<file path="config.mk">
export PLATFORM = sky130hd
export DESIGN_NAME = twi_mem_slave
export DESIGN_NICKNAME = d
export VERILOG_FILES = /design/src/rtl/twi_mem_pkg.sv /design/src/rtl/twi_line_mon.sv /design/src/rtl/twi_mem_ptr.sv /design/src/rtl/twi_mem_engine.sv /design/src/rtl/twi_mem_slave.sv
export SDC_FILE = /design/constraint.sdc
export NUM_CORES = 1
export LEC_CHECK = 0
export BUFFER_PORTS_ARGS = -buffer_cell sky130_fd_sc_hd__buf_4
export CORE_ASPECT_RATIO = 0.7
export CORE_MARGIN = 5
export CORE_UTILIZATION = 30
export CTS_CLUSTER_SIZE = 14
export DETAILED_ROUTE_END_ITERATION = 7
export GPL_ROUTABILITY_DRIVEN = 0
export PLACE_DENSITY = 0.55
export REMOVE_ABC_BUFFERS = 1
export SYNTH_ARGS = -nofsm -noshare
export SYNTH_HDL_FRONTEND = slang
export SYNTH_SLANG_ARGS = --single-unit
</file>
<file path="constraint.sdc">
create_clock -name clk -period 2.23 [get_ports clk]
set_input_delay 0.3345 -clock clk [delete_from_list [all_inputs] [get_ports clk]]
set_output_delay 0.3345 -clock clk [all_outputs]
set_load 0.05 [all_outputs]
</file>
<file path="src/rtl/twi_mem_pkg.sv">
package twi_mem_pkg;

    localparam int          BYTE_W    = 8;
    localparam int          CNT_W     = 4;
    localparam logic [3:0]  DEV_CODE  = 4'b1010;
    localparam logic [7:0]  VOID_BYTE = 8'hFF;

    typedef enum logic [2:0] {
        S_IDLE,
        S_RX,
        S_ACK,
        S_TX,
        S_MACK,
        S_WAIT
    } eng_state_e;

    typedef enum logic [1:0] {
        PH_CTRL,
        PH_AHI,
        PH_ALO,
        PH_DATA
    } rx_phase_e;

    // Events seen on the synchronized bus lines, one cycle wide.
    typedef struct packed {
        logic rise;
        logic fall;
        logic start;
        logic stop;
        logic sda;
    } line_ev_t;

    function automatic rx_phase_e phase_after(rx_phase_e p);
        case (p)
            PH_CTRL: return PH_AHI;
            PH_AHI:  return PH_ALO;
            default: return PH_DATA;
        endcase
    endfunction

    // Bytes beyond the implemented storage read as all ones.
    function automatic logic [BYTE_W-1:0] fetch_byte(logic beyond, logic [BYTE_W-1:0] d);
        return beyond ? VOID_BYTE : d;
    endfunction

endpackage

</file>
<file path="src/rtl/twi_line_mon.sv">
module twi_line_mon
    import twi_mem_pkg::*;
#(
    parameter int STAGES = 2
) (
    input  logic     clk,
    input  logic     rst,
    input  logic     scl_i,
    input  logic     sda_i,
    output line_ev_t ev_o
);
    logic [STAGES-1:0] scl_sh, sda_sh;
    logic              scl_d, sda_d;
    logic              scl_s, sda_s;

    assign scl_s = scl_sh[STAGES-1];
    assign sda_s = sda_sh[STAGES-1];

    always_ff @(posedge clk) begin
        if (rst) begin
            scl_sh <= '1;
            sda_sh <= '1;
            scl_d  <= 1'b1;
            sda_d  <= 1'b1;
        end else begin
            scl_sh <= {scl_sh[STAGES-2:0], scl_i};
            sda_sh <= {sda_sh[STAGES-2:0], sda_i};
            scl_d  <= scl_s;
            sda_d  <= sda_s;
        end
    end

    always_comb begin
        ev_o.rise  = scl_s & ~scl_d;
        ev_o.fall  = ~scl_s & scl_d;
        ev_o.start = scl_s & scl_d & sda_d & ~sda_s;
        ev_o.stop  = scl_s & scl_d & ~sda_d & sda_s;
        ev_o.sda   = sda_s;
    end

endmodule

</file>
<file path="src/rtl/twi_mem_ptr.sv">
module twi_mem_ptr #(
    parameter int PTR_W = 13
) (
    input  logic             clk,
    input  logic             rst,
    input  logic             load_i,
    input  logic [PTR_W-1:0] load_val_i,
    input  logic             inc_i,
    output logic [PTR_W-1:0] ptr_o
);
    always_ff @(posedge clk) begin
        if (rst)         ptr_o <= '0;
        else if (load_i) ptr_o <= load_val_i;
        else if (inc_i)  ptr_o <= ptr_o + 1'b1;
    end

endmodule

</file>
<file path="src/rtl/twi_mem_engine.sv">
module twi_mem_engine
    import twi_mem_pkg::*;
#(
    parameter int ADDR_W = 12,
    parameter int PTR_W  = ADDR_W + 1
) (
    input  logic              clk,
    input  logic              rst,
    input  line_ev_t          ev,
    input  logic [2:0]        strap_i,
    input  logic              busy_i,
    input  logic [PTR_W-1:0]  ptr_i,
    input  logic [BYTE_W-1:0] rdata_i,
    output logic              pull_o,
    output logic              ptr_load_o,
    output logic [PTR_W-1:0]  ptr_val_o,
    output logic              ptr_inc_o,
    output logic              wr_valid_o,
    output logic [ADDR_W-1:0] wr_addr_o,
    output logic [BYTE_W-1:0] wr_data_o,
    output logic              commit_o
);
    localparam int HI_W = ADDR_W - BYTE_W;

    eng_state_e        state;
    rx_phase_e         phase;
    logic [CNT_W-1:0]  bit_cnt;
    logic [BYTE_W-1:0] shreg;
    logic [HI_W-1:0]   hi_q;
    logic              rd_mode, mack_q, pull_q, wr_seen, wr_valid_q, commit_q;
    logic [ADDR_W-1:0] wr_addr_q;
    logic [BYTE_W-1:0] wr_data_q;

    logic              byte_end, ctrl_hit, fmt_ok, accept, beyond, tx_load;
    logic [BYTE_W-1:0] next_byte;

    assign byte_end  = (state == S_RX) && ev.fall && (bit_cnt == 4'd8);
    assign ctrl_hit  = (shreg[7:4] == DEV_CODE) && (shreg[3:1] == strap_i);
    assign beyond    = ptr_i[PTR_W-1];
    assign next_byte = fetch_byte(beyond, rdata_i);
    assign tx_load   = ev.fall && (((state == S_ACK) && rd_mode) ||
                                   ((state == S_MACK) && !mack_q));

    always_comb begin
        case (phase)
            PH_CTRL: fmt_ok = ctrl_hit;
            PH_AHI:  fmt_ok = (shreg[BYTE_W-1:HI_W] == '0);
            default: fmt_ok = 1'b1;
        endcase
    end

    assign accept     = !busy_i && fmt_ok;
    assign ptr_load_o = byte_end && accept && (phase == PH_ALO);
    assign ptr_val_o  = {1'b0, hi_q, shreg};
    assign ptr_inc_o  = tx_load || (byte_end && accept && (phase == PH_DATA));

    always_ff @(posedge clk) begin
        if (rst) begin
            state      <= S_IDLE;
            phase      <= PH_CTRL;
            bit_cnt    <= '0;
            shreg      <= '0;
            hi_q       <= '0;
            rd_mode    <= 1'b0;
            mack_q     <= 1'b1;
            pull_q     <= 1'b0;
            wr_seen    <= 1'b0;
            wr_valid_q <= 1'b0;
            commit_q   <= 1'b0;
            wr_addr_q  <= '0;
            wr_data_q  <= '0;
        end else begin
            wr_valid_q <= 1'b0;
            commit_q   <= 1'b0;
            if (ev.stop) begin
                state    <= S_IDLE;
                pull_q   <= 1'b0;
                commit_q <= wr_seen;
                wr_seen  <= 1'b0;
            end else if (ev.start) begin
                state   <= S_RX;
                phase   <= PH_CTRL;
                bit_cnt <= '0;
                pull_q  <= 1'b0;
                rd_mode <= 1'b0;
            end else begin
                case (state)
                    S_RX: begin
                        if (ev.rise && (bit_cnt != 4'd8)) begin
                            shreg   <= {shreg[BYTE_W-2:0], ev.sda};
                            bit_cnt <= bit_cnt + 1'b1;
                        end else if (byte_end) begin
                            if (accept) begin
                                state  <= S_ACK;
                                pull_q <= 1'b1;
                                phase  <= phase_after(phase);
                                if (phase == PH_CTRL) rd_mode <= shreg[0];
                                if (phase == PH_AHI)  hi_q <= shreg[HI_W-1:0];
                                if ((phase == PH_DATA) && !beyond) begin
                                    wr_valid_q <= 1'b1;
                                    wr_seen    <= 1'b1;
                                    wr_addr_q  <= ptr_i[ADDR_W-1:0];
                                    wr_data_q  <= shreg;
                                end
                            end else begin
                                state <= S_WAIT;
                            end
                        end
                    end
                    S_ACK: begin
                        if (ev.fall) begin
                            bit_cnt <= '0;
                            if (rd_mode) begin
                                state  <= S_TX;
                                shreg  <= next_byte;
                                pull_q <= ~next_byte[BYTE_W-1];
                            end else begin
                                state  <= S_RX;
                                pull_q <= 1'b0;
                            end
                        end
                    end
                    S_TX: begin
                        if (ev.fall) begin
                            if (bit_cnt == 4'd7) begin
                                state  <= S_MACK;
                                pull_q <= 1'b0;
                            end else begin
                                shreg   <= {shreg[BYTE_W-2:0], 1'b0};
                                pull_q  <= ~shreg[BYTE_W-2];
                                bit_cnt <= bit_cnt + 1'b1;
                            end
                        end
                    end
                    S_MACK: begin
                        if (ev.rise) mack_q <= ev.sda;
                        if (ev.fall) begin
                            if (!mack_q) begin
                                state   <= S_TX;
                                bit_cnt <= '0;
                                shreg   <= next_byte;
                                pull_q  <= ~next_byte[BYTE_W-1];
                            end else begin
                                state <= S_WAIT;
                            end
                        end
                    end
                    default: ;
                endcase
            end
        end
    end

    assign pull_o     = pull_q;
    assign wr_valid_o = wr_valid_q;
    assign wr_addr_o  = wr_addr_q;
    assign wr_data_o  = wr_data_q;
    assign commit_o   = commit_q;


    pull_on_fall_chk: assert property (@(posedge clk) disable iff (rst)
        $rose(pull_q) |-> $past(ev.fall));


    busy_refuse_chk: assert property (@(posedge clk) disable iff (rst)
        (byte_end && busy_i) |=> (!pull_q && (state == S_WAIT)));


    cond_release_chk: assert property (@(posedge clk) disable iff (rst)
        (ev.start || ev.stop) |=> !pull_q);


    commit_after_stop_chk: assert property (@(posedge clk) disable iff (rst)
        commit_q |-> $past(ev.stop));


    handoff_step_chk: assert property (@(posedge clk) disable iff (rst)
        wr_valid_q |-> (ptr_i == ({1'b0, wr_addr_q} + 1'b1)));

endmodule

</file>
<file path="src/rtl/twi_mem_slave.sv">
module twi_mem_slave
    import twi_mem_pkg::*;
#(
    parameter int ADDR_W      = 12,
    parameter int SYNC_STAGES = 2
) (
    input  logic              clk,
    input  logic              rst,
    input  logic              scl_i,
    input  logic              sda_i,
    input  logic [2:0]        strap_i,
    input  logic              busy_i,
    input  logic [7:0]        mem_rdata_i,
    output logic              sda_pull_o,
    output logic [ADDR_W-1:0] mem_raddr_o,
    output logic              wr_valid_o,
    output logic [ADDR_W-1:0] wr_addr_o,
    output logic [7:0]        wr_data_o,
    output logic              commit_o
);
    localparam int PTR_W = ADDR_W + 1;

    line_ev_t         ev;
    logic [PTR_W-1:0] ptr, ptr_val;
    logic             ptr_load, ptr_inc;

    twi_line_mon #(.STAGES(SYNC_STAGES)) u_mon (
        .clk   (clk),
        .rst   (rst),
        .scl_i (scl_i),
        .sda_i (sda_i),
        .ev_o  (ev)
    );

    twi_mem_ptr #(.PTR_W(PTR_W)) u_ptr (
        .clk        (clk),
        .rst        (rst),
        .load_i     (ptr_load),
        .load_val_i (ptr_val),
        .inc_i      (ptr_inc),
        .ptr_o      (ptr)
    );

    twi_mem_engine #(.ADDR_W(ADDR_W), .PTR_W(PTR_W)) u_eng (
        .clk        (clk),
        .rst        (rst),
        .ev         (ev),
        .strap_i    (strap_i),
        .busy_i     (busy_i),
        .ptr_i      (ptr),
        .rdata_i    (mem_rdata_i),
        .pull_o     (sda_pull_o),
        .ptr_load_o (ptr_load),
        .ptr_val_o  (ptr_val),
        .ptr_inc_o  (ptr_inc),
        .wr_valid_o (wr_valid_o),
        .wr_addr_o  (wr_addr_o),
        .wr_data_o  (wr_data_o),
        .commit_o   (commit_o)
    );

    assign mem_raddr_o = ptr[ADDR_W-1:0];

endmodule

</file>
==> results.yml <==
grt:
  use_met3_pct: 5.487
  track_usage_pct: 14.03
  top_usage_layer: "met1"
  grt_pass1_vias: 2851
  grt_pass1_wl_um: 14960
  grt_use_met1_pct: 20.03
  met2_usage_pct: 19.86
  grt_start_max_net_pins: 32
  global_route.overflow_total: 0
  antenna_found_initial: 0
clock_tree:
  postCtsHoldBufs: 0
  root_buffer: "clkbuf_16"
  htreeDepth: 3
  clk_transition_reported_paths_ns: 0.06
  cts_tree: "done"
  clock_sink_count: 66
  clkLatencyLatePin_ns: 0.33
  cts_buffers: 9
  clockBufferDepth: 2
setup_path:
  reg2reg_slack_ns: 0.18
  max_stage_delay_ns: 0.44
  crit_chain: "or3b_4, nor4_4, buf_4, a21o_1, buf_4, nor2_1, a311oi_1"
  crit_buf_inv: 2
  r2r_cells: 7
  critical-path-top-delay-family: "simple AND/OR/NAND/NOR gates"
  reg2reg_to: "u_ptr.ptr_o[1]$_SDFFE_PP0P_"
  crit_path_start_kind: "flip-flop"
  required_ns: 2.47
  crit_fanout: 7
  reg2reg_from: "u_eng.state[1]$_SDFFE_PP0P_"
  worstSetupEndpointType: "flip-flop"
  crit_top_cell: "buf_4"
  critPathArrivalTime_ns: 2.29
  slowest_stage: "or3b_4"
  crit_type: "reg2reg"
sta:
  finalSetupViolCount: 0
  maxSlewHeadroom_pct: 66.57
  finalCriticalPeriod_ns: 2.051
  worstMarginPinSlew_ns: 0.4976
  hold_violations: 0
  clock-skew-final_ns: 0.007633
  rsz0062_at_grt: "false"
  tns_ns: 0
  fin_crit_sh_pct: 91.97
  slew_viol_final: 0
  max_freq_mhz: 487.6
route:
  initialDrtViolationCount: 227
  route.detailed.drc: 0
  drt_first_pass_iters: 4
  wl_um: 8993
  ant_nets: 0
  routedWlPerCell_um: 14.79
  via_per_inst: 4.965
  vias: 3019
die:
  die_w_um: 135.1
  ios: 51
  initial_core_util_pct: 30.27
  die-height_um: 97.54
  core-area_um2: 10850
  std_cell_rows: 32
  die_area_um2: 13170
worst_hold_path:
  hold_start: "scl_i"
  hp-class: "in2reg"
  min_to: "u_mon.scl_sh[0]$_SDFF_PP1_"
  min_path_cells: 2
synthesis:
  async_reset_ff_share_pct: 0
  synth-seq-cells: 66
  synthFlopType: "dfxtp_1"
  yosysTopAreaCell: "dfxtp_1"
  synth.cell_area_um2: 3284
  synthCells: 404
  yosys_warnings: 0
  synth.area.top_cells: "dfxtp_1, a21oi_1, nand2_1"
  synth.distinct_cells: 52
  synth_edf_count: 0
  syn_area_per_cell_um2: 8.130
  yosysSeqAreaShare_pct: 40.23
  yosys.area.top_type_share_pct: 40.23
pwr:
  switchingPower_w: 0.0005961
  p_per_area_nw_per_um2: 638.0
  cellLeakagePower_nw: 1.554
  ir_drop_mv: 0.3405
  internal_power_w: 0.002049
  power_w: 0.002645
  pwr-share-clk_pct: 50.7
  seq_power_share_pct: 45.2
  switching_share_pct: 22.54
  p_comb_share_pct: 4.1
cells_and_area:
  fillers: 1107
  fin_area_um2: 4145
  final_cells: 608
  nets: 469
  drive_above_1_share_pct: 24.40
  antenna_cells: 0
  final_common_cell: "buf_4"
  area_delta_synth_final_pct: 26.21
  layout.cells.most_common_list: "buf_4, dfxtp_1, nand2_1"
flow_run:
  cap_violations: 0
status:
  run_status: "finished clean"
placed_design:
  port-buffer-count: 50
  hpwlAfterDp_um: 6424
  place_inst: 591
  placed_cell_area_um2: 3824
routing by layer:
metal,share of wire [%],wire length (µm)
met1,50,4534
met2,41,3721
met4,0.91,82
met3,7.3,655
met5,0,0
synth_stat cells (2+ instances only):
cell type and n:
inv_1 7, a311oi_1 3, nor4bb_1 2, o21ai_0 19
ha_1 3, nor2_1 27, and4_1 2, a31o_2 2
and4b_1 3, or3b_2 2, nand4b_1 3, buf_4 15
dfxtp_1 66, o21a_1 2, nand2b_1 5, nand3b_1 3
clkbuf_1 18, nor3_1 9, a21o_1 3, a32o_1 2
a211oi_1 5, mux2i_1 7, nor3b_1 8, or3_1 9
xnor2_1 4, nor2b_1 3, or2_2 9, nand2_1 59
nand3_1 4, and2_0 2, nor4_1 7, nand4_1 5
buf_2 5, a21oi_1 49, o211ai_1 8, nor4_4 2
o22ai_1 2, and2_1 6
repair_timing:
item | CTS | global route
buffers inserted | 0 | 1
hold endpoints to repair | 0 | 0
setup endpoints to repair | 0 | 10
resized for setup | 0 | 5
logic make-up after synthesis:
group           Yosys count  synth area share, %
simple gates            175                29.03
mux                       7                2.133
compound gates          104                19.35
buf+inv                  45                7.048
xor+xnor                  4                1.067
flops                    66                40.23
fa+ha+maj                 3                1.143
power by group through the flow:
stage	Combinational, W	Clock [W]	Sequential [W]
6_report	0.000109	0.00134	0.00120
2_1_floorplan	0.0000406	0	0.00122
5_1_grt	0.000118	0.00143	0.00120
3_5_place_dp	0.000106	0	0.00122
3_3_place_gp	0.000105	0	0.00122
4_1_cts	0.000106	0.00138	0.00119
area by class of cell:
class | instances | area, µm² | area share, %
inverter | 7 | 26.28 | 0.6339
tap | 153 | 191.4 | 4.618
clock inverter | 5 | 37.54 | 0.9055
multi-input combinational | 293 | 1755 | 42.35
clock buffer | 11 | 252.7 | 6.097
sequential | 66 | 1321 | 31.87
timing repair buffer | 73 | 560.5 | 13.52
state kept, by name, summed over array words and instances, names as in the netlist, 2 cells and up:
register         count
u_eng.wr_addr_o     12
u_eng.phase          2
u_eng.bit_cnt        4
u_eng.shreg          8
u_ptr.ptr_o         13
u_mon.scl_sh         2
u_eng.wr_data_o      8
u_eng.hi_q           4
u_eng.state          3
u_mon.sda_sh         2
per-stage QoR:
stage / setup WS [ns] / hold WS [ns] / util, %
6_report: 0.1790 / 0.1830 / 38.20
2_1_floorplan: -0.1059 / 0.3895 / -
4_1_cts: 0.1079 / 0.1697 / 37.92
3_5_place_dp: 0.08863 / 0.3976 / 35.24
5_1_grt: 0.01552 / 0.1681 / 38.20
3_3_place_gp: 0.1415 / 0.3947 / 35.24
worst max path at each step:
stage / startpoint / to / slack, ns / cells after the start
after floorplan: u_eng.state[0]$_SDFFE_PP0P_ / u_ptr.ptr_o[8]$_SDFFE_PP0P_ / -0.11 / 5
after global placement: busy_i / u_ptr.ptr_o[3]$_SDFFE_PP0P_ / 0.14 / 6
after detailed placement: busy_i / u_ptr.ptr_o[3]$_SDFFE_PP0P_ / 0.09 / 6
after CTS: u_eng.state[1]$_SDFFE_PP0P_ / u_ptr.ptr_o[3]$_SDFFE_PP0P_ / 0.11 / 5
after global routing: u_eng.state[2]$_SDFFE_PP0P_ / u_eng.shreg[4]$_SDFFE_PP0P_ / 0.02 / 7
final: u_eng.state[1]$_SDFFE_PP0P_ / u_ptr.ptr_o[1]$_SDFFE_PP0P_ / 0.18 / 7
Note: power is estimated with default switching activity, not from simulation.
